[src/rtl/ctx_remap_pkg.sv]
package ctx_remap_pkg;

  typedef enum logic [1:0] {
    ACC_NONE  = 2'd0,
    ACC_READ  = 2'd1,
    ACC_WRITE = 2'd2,
    ACC_FAULT = 2'd3
  } acc_kind_e;

  localparam int WORLDS = 2;

  localparam logic [3:0] SEL_PRI = 4'd13;
  localparam logic [3:0] SEL_SEC = 4'd0;
  localparam logic [2:0] SEL_OP1 = 3'd0;
  localparam logic [2:0] SEL_OP2 = 3'd0;

endpackage

[src/rtl/ctx_access_decode.sv]
module ctx_access_decode
  import ctx_remap_pkg::*;
(
  input  logic      valid,
  input  logic      write,
  input  logic [3:0] crn,
  input  logic [3:0] crm,
  input  logic [2:0] op1,
  input  logic [2:0] op2,
  input  logic      priv,
  input  logic      nonsec,
  input  logic      lock,
  output acc_kind_e kind
);

  logic sel_hit;
  logic lock_hit;

  assign sel_hit  = valid && (crn == SEL_PRI) && (crm == SEL_SEC) &&
                    (op1 == SEL_OP1) && (op2 == SEL_OP2);
  assign lock_hit = write && lock && !nonsec;

  always_comb begin
    if (!sel_hit)             kind = ACC_NONE;
    else if (!priv)           kind = ACC_FAULT;
    else if (lock_hit)        kind = ACC_FAULT;
    else if (write)           kind = ACC_WRITE;
    else                      kind = ACC_READ;
  end

endmodule

[src/rtl/ctx_id_bank.sv]
module ctx_id_bank
  import ctx_remap_pkg::*;
#(
  parameter int PID_W = 7
) (
  input  logic             clk,
  input  logic             rst,
  input  logic             wr_en,
  input  logic             wr_world,
  input  logic [PID_W-1:0] wr_pid,
  input  logic             acc_world,
  input  logic             xl_world,
  output logic [PID_W-1:0] acc_pid,
  output logic [PID_W-1:0] xl_pid
);

  logic [PID_W-1:0] copy_q [WORLDS];

  for (genvar w = 0; w < WORLDS; w++) begin : g_world
    always_ff @(posedge clk) begin
      if (rst)
        copy_q[w] <= '0;
      else if (wr_en && (wr_world == w[0]))
        copy_q[w] <= wr_pid;
    end

    AST_COPY_HOLD: assert property (@(posedge clk) disable iff (rst)
      !$past(wr_en && (wr_world == w[0])) |-> $stable(copy_q[w]));
  end

  assign acc_pid = copy_q[acc_world];
  assign xl_pid  = copy_q[xl_world];

endmodule

[src/rtl/ctx_addr_xlate.sv]
module ctx_addr_xlate #(
  parameter int ADDR_W = 32,
  parameter int PID_W  = 7
) (
  input  logic              clk,
  input  logic              rst,
  input  logic [ADDR_W-1:0] va,
  input  logic [PID_W-1:0]  pid,
  output logic [ADDR_W-1:0] mva
);

  localparam int WIN_W = ADDR_W - PID_W;

  logic in_window;
  assign in_window = (va[ADDR_W-1 -: PID_W] == '0);

  always_ff @(posedge clk) begin
    if (rst)
      mva <= '0;
    else if (in_window)
      mva <= {pid, va[WIN_W-1:0]};
    else
      mva <= va;
  end

  AST_HIGH_PASS: assert property (@(posedge clk) disable iff (rst)
    ($past(va[ADDR_W-1 -: PID_W]) != '0) |-> (mva == $past(va)));

  AST_LOW_OFFSET: assert property (@(posedge clk) disable iff (rst)
    ($past(va[ADDR_W-1 -: PID_W]) == '0) |-> (mva[WIN_W-1:0] == $past(va[WIN_W-1:0])));

endmodule

[src/rtl/ctx_slot_remap.sv]
module ctx_slot_remap
  import ctx_remap_pkg::*;
#(
  parameter int ADDR_W = 32,
  parameter int PID_W  = 7
) (
  input  logic              clk,
  input  logic              rst,
  input  logic              acc_valid,
  input  logic              acc_write,
  input  logic [3:0]        acc_crn,
  input  logic [3:0]        acc_crm,
  input  logic [2:0]        acc_op1,
  input  logic [2:0]        acc_op2,
  input  logic              acc_priv,
  input  logic              acc_nonsec,
  input  logic [ADDR_W-1:0] acc_wdata,
  input  logic              sec_lock,
  input  logic [ADDR_W-1:0] va_in,
  input  logic              va_nonsec,
  output logic [ADDR_W-1:0] mva_out,
  output logic              rd_valid,
  output logic [ADDR_W-1:0] rd_data,
  output logic              undef,
  output logic              flush_req
);

  localparam int WIN_W = ADDR_W - PID_W;

  acc_kind_e        kind;
  logic [PID_W-1:0] acc_pid;
  logic [PID_W-1:0] xl_pid;
  logic             wr_en;
  logic             unused_low;

  assign unused_low = ^acc_wdata[WIN_W-1:0];
  assign wr_en      = (kind == ACC_WRITE);

  ctx_access_decode dec_i (
    .valid  (acc_valid),
    .write  (acc_write),
    .crn    (acc_crn),
    .crm    (acc_crm),
    .op1    (acc_op1),
    .op2    (acc_op2),
    .priv   (acc_priv),
    .nonsec (acc_nonsec),
    .lock   (sec_lock),
    .kind   (kind)
  );

  ctx_id_bank #(.PID_W(PID_W)) bank_i (
    .clk       (clk),
    .rst       (rst),
    .wr_en     (wr_en),
    .wr_world  (acc_nonsec),
    .wr_pid    (acc_wdata[ADDR_W-1 -: PID_W]),
    .acc_world (acc_nonsec),
    .xl_world  (va_nonsec),
    .acc_pid   (acc_pid),
    .xl_pid    (xl_pid)
  );

  ctx_addr_xlate #(.ADDR_W(ADDR_W), .PID_W(PID_W)) xlate_i (
    .clk (clk),
    .rst (rst),
    .va  (va_in),
    .pid (xl_pid),
    .mva (mva_out)
  );

  always_ff @(posedge clk) begin
    if (rst) begin
      rd_valid  <= 1'b0;
      rd_data   <= '0;
      undef     <= 1'b0;
      flush_req <= 1'b0;
    end else begin
      rd_valid  <= (kind == ACC_READ);
      undef     <= (kind == ACC_FAULT);
      flush_req <= wr_en;
      if (kind == ACC_READ)
        rd_data <= {acc_pid, {WIN_W{1'b0}}};
    end
  end

  AST_RESET_QUIET: assert property (@(posedge clk) disable iff (rst)
    $past(rst) |-> (!flush_req && !undef && !rd_valid));

  AST_FLUSH_NEEDS_WRITE: assert property (@(posedge clk) disable iff (rst)
    flush_req |-> $past(acc_valid && acc_write && acc_priv));

  AST_USER_REJECTED: assert property (@(posedge clk) disable iff (rst)
    $past(acc_valid && !acc_priv) |-> (!rd_valid && !flush_req));

  AST_LOCK_BLOCKS: assert property (@(posedge clk) disable iff (rst)
    $past(acc_valid && acc_write && sec_lock && !acc_nonsec) |-> !flush_req);

  AST_ONE_RESPONSE: assert property (@(posedge clk) disable iff (rst)
    $countones({rd_valid, undef, flush_req}) <= 1);

  AST_READ_FORMAT: assert property (@(posedge clk) disable iff (rst)
    rd_valid |-> (rd_data[WIN_W-1:0] == '0));

endmodule

[config.mk]
export PLATFORM = sky130hd
export DESIGN_NAME = ctx_slot_remap
export DESIGN_NICKNAME = d
export VERILOG_FILES = /design/src/rtl/ctx_remap_pkg.sv /design/src/rtl/ctx_access_decode.sv /design/src/rtl/ctx_id_bank.sv /design/src/rtl/ctx_addr_xlate.sv /design/src/rtl/ctx_slot_remap.sv
export SDC_FILE = /design/constraint.sdc
export NUM_CORES = 1
export LEC_CHECK = 0
export BUFFER_PORTS_ARGS = -buffer_cell sky130_fd_sc_hd__buf_2
export CAP_MARGIN = 30
export CORE_MARGIN = 1
export CORE_UTILIZATION = 44
export DETAILED_ROUTE_END_ITERATION = 16
export PLACE_DENSITY = 0.85
export SYNTH_ARGS = -nofsm -noshare
export SYNTH_HDL_FRONTEND = slang
export SYNTH_SLANG_ARGS = --single-unit
export TNS_END_PERCENT = 20
[constraint.sdc]
create_clock -name clk -period 2.05 [get_ports clk]
set_input_delay 0.1025 -clock clk [delete_from_list [all_inputs] [get_ports clk]]
set_output_delay 0.1025 -clock clk [all_outputs]
set_load 0.1 [all_outputs]
==> flow_summary.ini, run 1 <==
[outcome]
run_status = completed

[sta]
timing_max_transition_violations_final = 0
finalSetupTns_ns = 0
finalHoldWorstSlack_ns = 0.00794
clock-skew-final_ns = 0.00811
setup_slack_ns = 0.562
finalWorstPathRequiredPeriod_ns = 1.49
worst-slew-pin-transition_ns = 0.518
timing.final.hold_violations = 0
share_of_the_cycle_needed_by_the_critical_path_after_routing_pct = 72.6
grt_setup_unrepaired = false
maxClockFrequency_mhz = 672
maxSlewHeadroom_pct = 65.7
final-setup-viol-count = 0

[logic_synthesis]
synth_warnings = 0
post_synth_instance_area_um2 = 2240
synth_mux_area_share_pct = 6.64
syn-mean-instance-area_um2 = 11.6
synth_common_cells = dfxtp_1 (42), nor2b_1 (27), buf_4 (25)
top_cells_by_area_synth = dfxtp_1 (37%), edfxtp_1 (19%), buf_4 (8.4%), nor2b_1 (7.5%), nor3b_2 (3.9%)
synth_fa_ha_area_share_pct = 0
yosys.cell_count.top_type = dfxtp_1
yosys.area.top_type = dfxtp_1
synth.yosys.seq_area_share_pct = 56.2
synth_enable_flop_cells = 14
netlist_instances = 194
synth.top_cell.area_share_pct = 37.5
netlist-cell-type-count = 31
post_synth_xor_area_fraction_pct = 0
synth-async-reset-ratio_pct = 0
synth_top_family_by_area = simple AND/OR/NAND/NOR gates
synth_simple_gate_area_share_pct = 19.5
synth_seq_cells = 56
synth_flop_cell = dfxtp_1
synth_compound_gate_area_share_pct = 6.25

[place]
dpl_worst_slack_ns = 0.268
gpl.final_weighted_congestion = 0.727
place_hpwl_mm = 3.45
buffer_ports.inserted = 102

[setup_path]
critical_path.n_buffers_inverters = 2
criticalPathCategory = input pin to register
crit_slowest_cell = or3b_1
timing.critical_path.cells = buf_2 > nor4_1 > and4_1 > or3b_1 > clkinv_2 > and3_1
critical_path.reg2reg.startpoint = bank_i.copy_q[1][4]
crit_path_max_incr_delay_ns = 0.56
critPathMaxFanout = 8
setup.worst_path.start_class = input pin
worst_setup_sp = acc_crm[3]
critical_path.top_delay_family = simple AND/OR/NAND/NOR gates
worstSetupEndpointType = register
arrival_ns = 1.66
worst_ep_required_time_ns = 2.22

[routing]
detailedRoute.firstIterationViolations = 66
post_drt_wl_per_cell_um = 12.0
firstDrtPassIters = 4
wl_met1_mm = 1.56
detail-route-antenna-nets = 0
dr_total_vias = 1633
met3_wirelength_um = 475
dr.max_layer_used = met4
drt-total-wl_mm = 4.37
route.detailed.drc = 0
wl_met2_mm = 2.31
post_dr_vias_cell = 4.47

[power_and_ir_drop]
total_power_mw = 2.38
ir_worst_vdd_mv = 0.302
pwr_density_cell_nw_per_um2 = 843
power_leakage_nw = 1.34

[layout]
synthToLayoutAreaGrowth_pct = 26.1
fin_util_pct = 58.7
finish.net_count = 383
fraction_of_final_layout_cells_with_drive_strength_greater_than_1_pct = 43.3
n_antenna_cell = 0

[floorplan]
floorplan.io_pins = 153
row_count = 25
placeable_core_region_um2 = 4820
dieArea_um2 = 5390
die_height_um = 73.4
die_w_um = 73.4
start_util_pct = 46.6

[clock_network]
cts_inserted_buffers = 5
postCtsHoldBufs = 3
cts-resized-gates = 0
setup_bufs_post_cts = 0
cts_tree = done
cts.path.max_buffers = 2
root_buffer = clkbuf_8
cts_max_level = 2
clock_transition_time_at_the_flip_flop_clock_pins_of_the_worst_setup_and_hold_paths_ns = 0.09
worst_skew_pair.late_latency_ns = 0.30
cts.sink_count = 56

[global_route]
grt-ovfl-total = 0
first_global_vias = 1465
number_of_antenna_violations_at_the_first_check_in_global_routing = 0
grt_start_max_net_pins = 44
grt_first_pass_wirelength_mm = 6.51
track_usage_pct = 16.1

[min_path]
hold_path.class = input pin to register
hp-start = va_in[24]

[run]
cap_violations = 0
-- registers in the layout (all words and copies together), names as in the netlist --
register / count
bank_i.copy_q: 14
flush_req: 1
rd_data: 7
rd_valid: 1
undef: 1
xlate_i.mva: 32
-- stage by stage --
step | cells | instance area (µm²)
after floorplan | 218 | 2330
after global placement | 354 | 2720
after detailed placement | 354 | 2720
after CTS | 365 | 2830
after global routing | 365 | 2830
final | 365 | 2830
-- placed cells by master, fill, tap and decap left out --
cell type	Yosys	layout
buf_2	2	102
and4_1	1	1
nor3b_1	2	2
nand2b_1	1	1
and2_1	1	1
mux2i_1	7	7
inv_1	1	1
nor2_1	7	7
nor3_1	1	1
or3b_1	1	1
clkbuf_8	0	5
mux2_2	7	7
buf_4	25	4
or2_2	1	1
a41o_1	1	1
and3_1	7	7
clkbuf_1	8	1
dfxtp_1	42	42
nor4_4	1	1
nor4_1	1	1
a21oi_1	14	14
o211ai_1	1	1
conb_1	1	25
edfxtp_1	14	14
clkinv_2	1	1
or4_1	1	1
nor2b_1	27	27
nor3b_2	7	7
clkinvlp_4	0	1
dlygate4sd3_1	0	3
clkinv_1	0	1
a211oi_1	7	7
nor4bb_1	2	2
-- path summary, 6_finish.rpt --
path                                            end  slack [ns]  depth (start not counted)
worst min register to register          rd_data[31]        0.53                          2
worst max register to register      xlate_i.mva[29]        1.02                          3
worst max-delay path            bank_i.copy_q[1][1]        0.56                          6
worst min-delay path                xlate_i.mva[24]       0.008                          2
-- report_power, final --
group          switching (mW)  internal, mW  leakage (nW)
Combinational           0.525         0.109         0.819
Clock                   0.322         0.237        0.0388
Sequential             0.0142          1.18         0.480
-- routing by layer --
layer,up-vias,global-route usage [%]
li1,817,-
met1,725,15.6
met2,87,31.7
met3,4,6.17
met4,0,3.85
met5,-,0
-- cell type report --
cell class	count	area, µm²
multi-input cells	123	821
clock buffers	6	72.6
clock inverters	2	11.3
well taps	67	83.8
fillers	441	1990
flip-flops and latches	56	1260
repair buffers	109	571
inverters	2	8.76
-- kinds of logic after synthesis --
logic type	count (synthesis)
simple gates	61
flops	56
buf+inv	39
compound gates	23
mux	14
other cells	1
Note: power is estimated with default switching activity, not from simulation.
==> inputs of run 2 (changes only) <==
--- a/config.mk
+++ b/config.mk
@@ -5,12 +5,13 @@
 export SDC_FILE = /design/constraint.sdc
 export NUM_CORES = 1
 export LEC_CHECK = 0
+export ABC_AREA = 1
 export BUFFER_PORTS_ARGS = -buffer_cell sky130_fd_sc_hd__buf_2
 export CAP_MARGIN = 30
 export CORE_MARGIN = 1
-export CORE_UTILIZATION = 44
+export CORE_UTILIZATION = 38
 export DETAILED_ROUTE_END_ITERATION = 16
-export PLACE_DENSITY = 0.85
+export PLACE_DENSITY = 0.77
 export SYNTH_ARGS = -nofsm -noshare
 export SYNTH_HDL_FRONTEND = slang
 export SYNTH_SLANG_ARGS = --single-unit
==> constraint.sdc (replaced) <==
create_clock -name clk -period 1.19 [get_ports clk]
set_input_delay 0.0595 -clock clk [delete_from_list [all_inputs] [get_ports clk]]
set_output_delay 0.0595 -clock clk [all_outputs]
set_load 0.1 [all_outputs]
==> flow_summary.ini, run 2 <==
[outcome]
run_status = completed

[place]
gpl.final_weighted_congestion = 0.751
place_hpwl_mm = 3.84
buffer_ports.inserted = 102
dpl_worst_slack_ns = -0.0598
postPlaceCellArea_um2 = 2920

[floorplan]
placeable_core_region_um2 = 5990
floorplan.io_pins = 153
die_w_um = 81.5
dieArea_um2 = 6640
row_count = 28
die_height_um = 81.5
start_util_pct = 40.1

[logic_synthesis]
synth_warnings = 0
netlist-cell-type-count = 22
syn-mean-instance-area_um2 = 7.87
synth_flop_cell = dfxtp_1
synth.yosys.seq_area_share_pct = 52.6
synth_seq_cells = 56
synth.top_cell.area_share_pct = 35.0
synth_common_cells = nor2_1 (73), inv_1 (60), nand2_1 (44)
synth-async-reset-ratio_pct = 0
post_synth_instance_area_um2 = 2400
synth_enable_flop_cells = 14
netlist_instances = 305
top_cells_by_area_synth = dfxtp_1 (35%), edfxtp_1 (18%), nor2_1 (11%), inv_1 (9.4%), buf_4 (8.1%)
yosys.cell_count.top_type = nor2_1
yosys.area.top_type = dfxtp_1

[setup_path]
worstSetupEndpointType = primary output
arrival_ns = 1.09
critical_path.n_buffers_inverters = 1
crit_path_max_incr_delay_ns = 0.43
criticalPathCategory = register to primary output
worst_ep_required_time_ns = 1.13
timing.critical_path.cells = buf_2
critical_path.top_delay_family = buffers and inverters
crit_slowest_cell = buf_2
setup.worst_path.start_class = register
critPathMaxFanout = 2

[power_and_ir_drop]
switching_power_mw = 1.60
p_clk_share_pct = 27.5
sw_frac_of_total_pct = 35.6
seqPwrFrac_pct = 45.6
power_internal_mw = 2.90
pwr_density_cell_nw_per_um2 = 1340
power_leakage_nw = 1.85
ir_worst_vdd_mv = 0.894
total_power_mw = 4.50
comb_power_share_pct = 26.9

[routing]
dr_total_vias = 2144
firstDrtPassIters = 4
post_drt_wl_per_cell_um = 10.1
route.detailed.drc = 0
drt-total-wl_mm = 5.24
post_dr_vias_cell = 4.14
detail-route-antenna-nets = 0
detailedRoute.firstIterationViolations = 63

[clock_network]
cts_inserted_buffers = 5
root_buffer = clkbuf_8
cts_tree = done
worst_skew_pair.late_latency_ns = 0.30
cts_max_level = 2
cts.sink_count = 56
clock_transition_time_at_the_flip_flop_clock_pins_of_the_worst_setup_and_hold_paths_ns = 0.10
cts.path.max_buffers = 2

[layout]
reg.largest.list = xlate_i.mva (32), bank_i.copy_q (14), rd_data (7)
final_design_area_no_fill_um2 = 3370
layout.cells.most_common = buf_2
finish.net_count = 528
n_antenna_cell = 0
synthToLayoutAreaGrowth_pct = 40.3
number_of_flip_flops_in_the_largest_register = 32
highest_count_cells_in_the_layout_ignoring_fill_and_taps = buf_2 (101), nor2_1 (73), inv_1 (59)
registers.top_by_ff_count = xlate_i.mva
fraction_of_final_layout_cells_with_drive_strength_greater_than_1_pct = 30.5

[sta]
share_of_the_cycle_needed_by_the_critical_path_after_routing_pct = 96.6
maxClockFrequency_mhz = 870
setup_slack_ns = 0.0407
clock-skew-final_ns = 0.00471
timing_max_transition_violations_final = 0
timing.final.hold_violations = 0
finalSetupTns_ns = 0
finalWorstPathRequiredPeriod_ns = 1.15
final-setup-viol-count = 0

[run]
cap_violations = 0

[global_route]
grt_first_pass_wirelength_mm = 8.00
number_of_antenna_violations_at_the_first_check_in_global_routing = 0
first_global_vias = 1931
grt-ovfl-total = 0
grt_start_max_net_pins = 35
track_usage_pct = 15.5

[min_path]
hold_path.class = input pin to register
## run 2: kinds of logic (layout without fill, tap and decap cells)
kind of cell,Yosys count,in the layout,share of synthesized area [%]
AND/OR/NAND/NOR,127,127,21.8
buffers and inverters,96,210,19.9
flip-flops,56,56,52.6
AO/OA/AOI/OAI,25,25,5.63
other,1,25,0.156
## run 2: path summary, 6_finish.rpt
path	endpoint	slack (ns)	startpoint	cells after the start
min	xlate_i.mva[31]	0.02	va_in[31]	3
max reg2reg	xlate_i.mva[31]	0.23	bank_i.copy_q[0][6]	4
min reg2reg	rd_data[28]	0.52	rd_data[28]	4
max	rd_data[30]	0.04	rd_data[30]	1
## run 2: timing repair
item,CTS,global route
endpoints found under the setup margin,0,7
resized for setup,0,9
endpoints found under the hold margin,30,0
hold buffers,30,0
setup buffers,0,0
## run 2: routing by layer
| layer | GRT usage [%] | wire [µm] | vias to the layer above |
|---|---|---|---|
| li1 | - | - | 1125 |
| met1 | 17.0 | 1980 | 931 |
| met2 | 29.0 | 2820 | 79 |
| met3 | 4.22 | 374 | 9 |
| met4 | 4.29 | 65 | 0 |
| met5 | 0 | 0 | - |
## run 2: final cells by class
type                            count  area (µm²)
Inverter                           62         233
Sequential cell                    56        1260
Timing Repair Buffer              140         873
Multi-Input combinational cell    177         791
Tap cell                           75        93.8
Fill cell                         536        2620
Clock buffer                        5        68.8
Clock inverter                      3        46.3
## run 2: power groups by stage
stage,clock network (mW),logic (mW),registers (mW)
finish,1.24,1.21,2.05
global route,1.36,1.28,2.06
floorplan,0,0.562,2.51
global placement,0,1.11,2.09
CTS,1.28,1.20,2.05
detailed placement,0,1.12,2.09
## run 2: metrics by stage
stage / std cells / utilization (%) / hold slack, ns
floorplan: 329 / - / 0.166
global placement: 481 / 48.7 / 0.259
detailed placement: 481 / 48.7 / 0.265
CTS: 519 / 55.6 / 0.000368
global route: 518 / 56.2 / 0.0234
finish: 518 / 56.2 / 0.0236
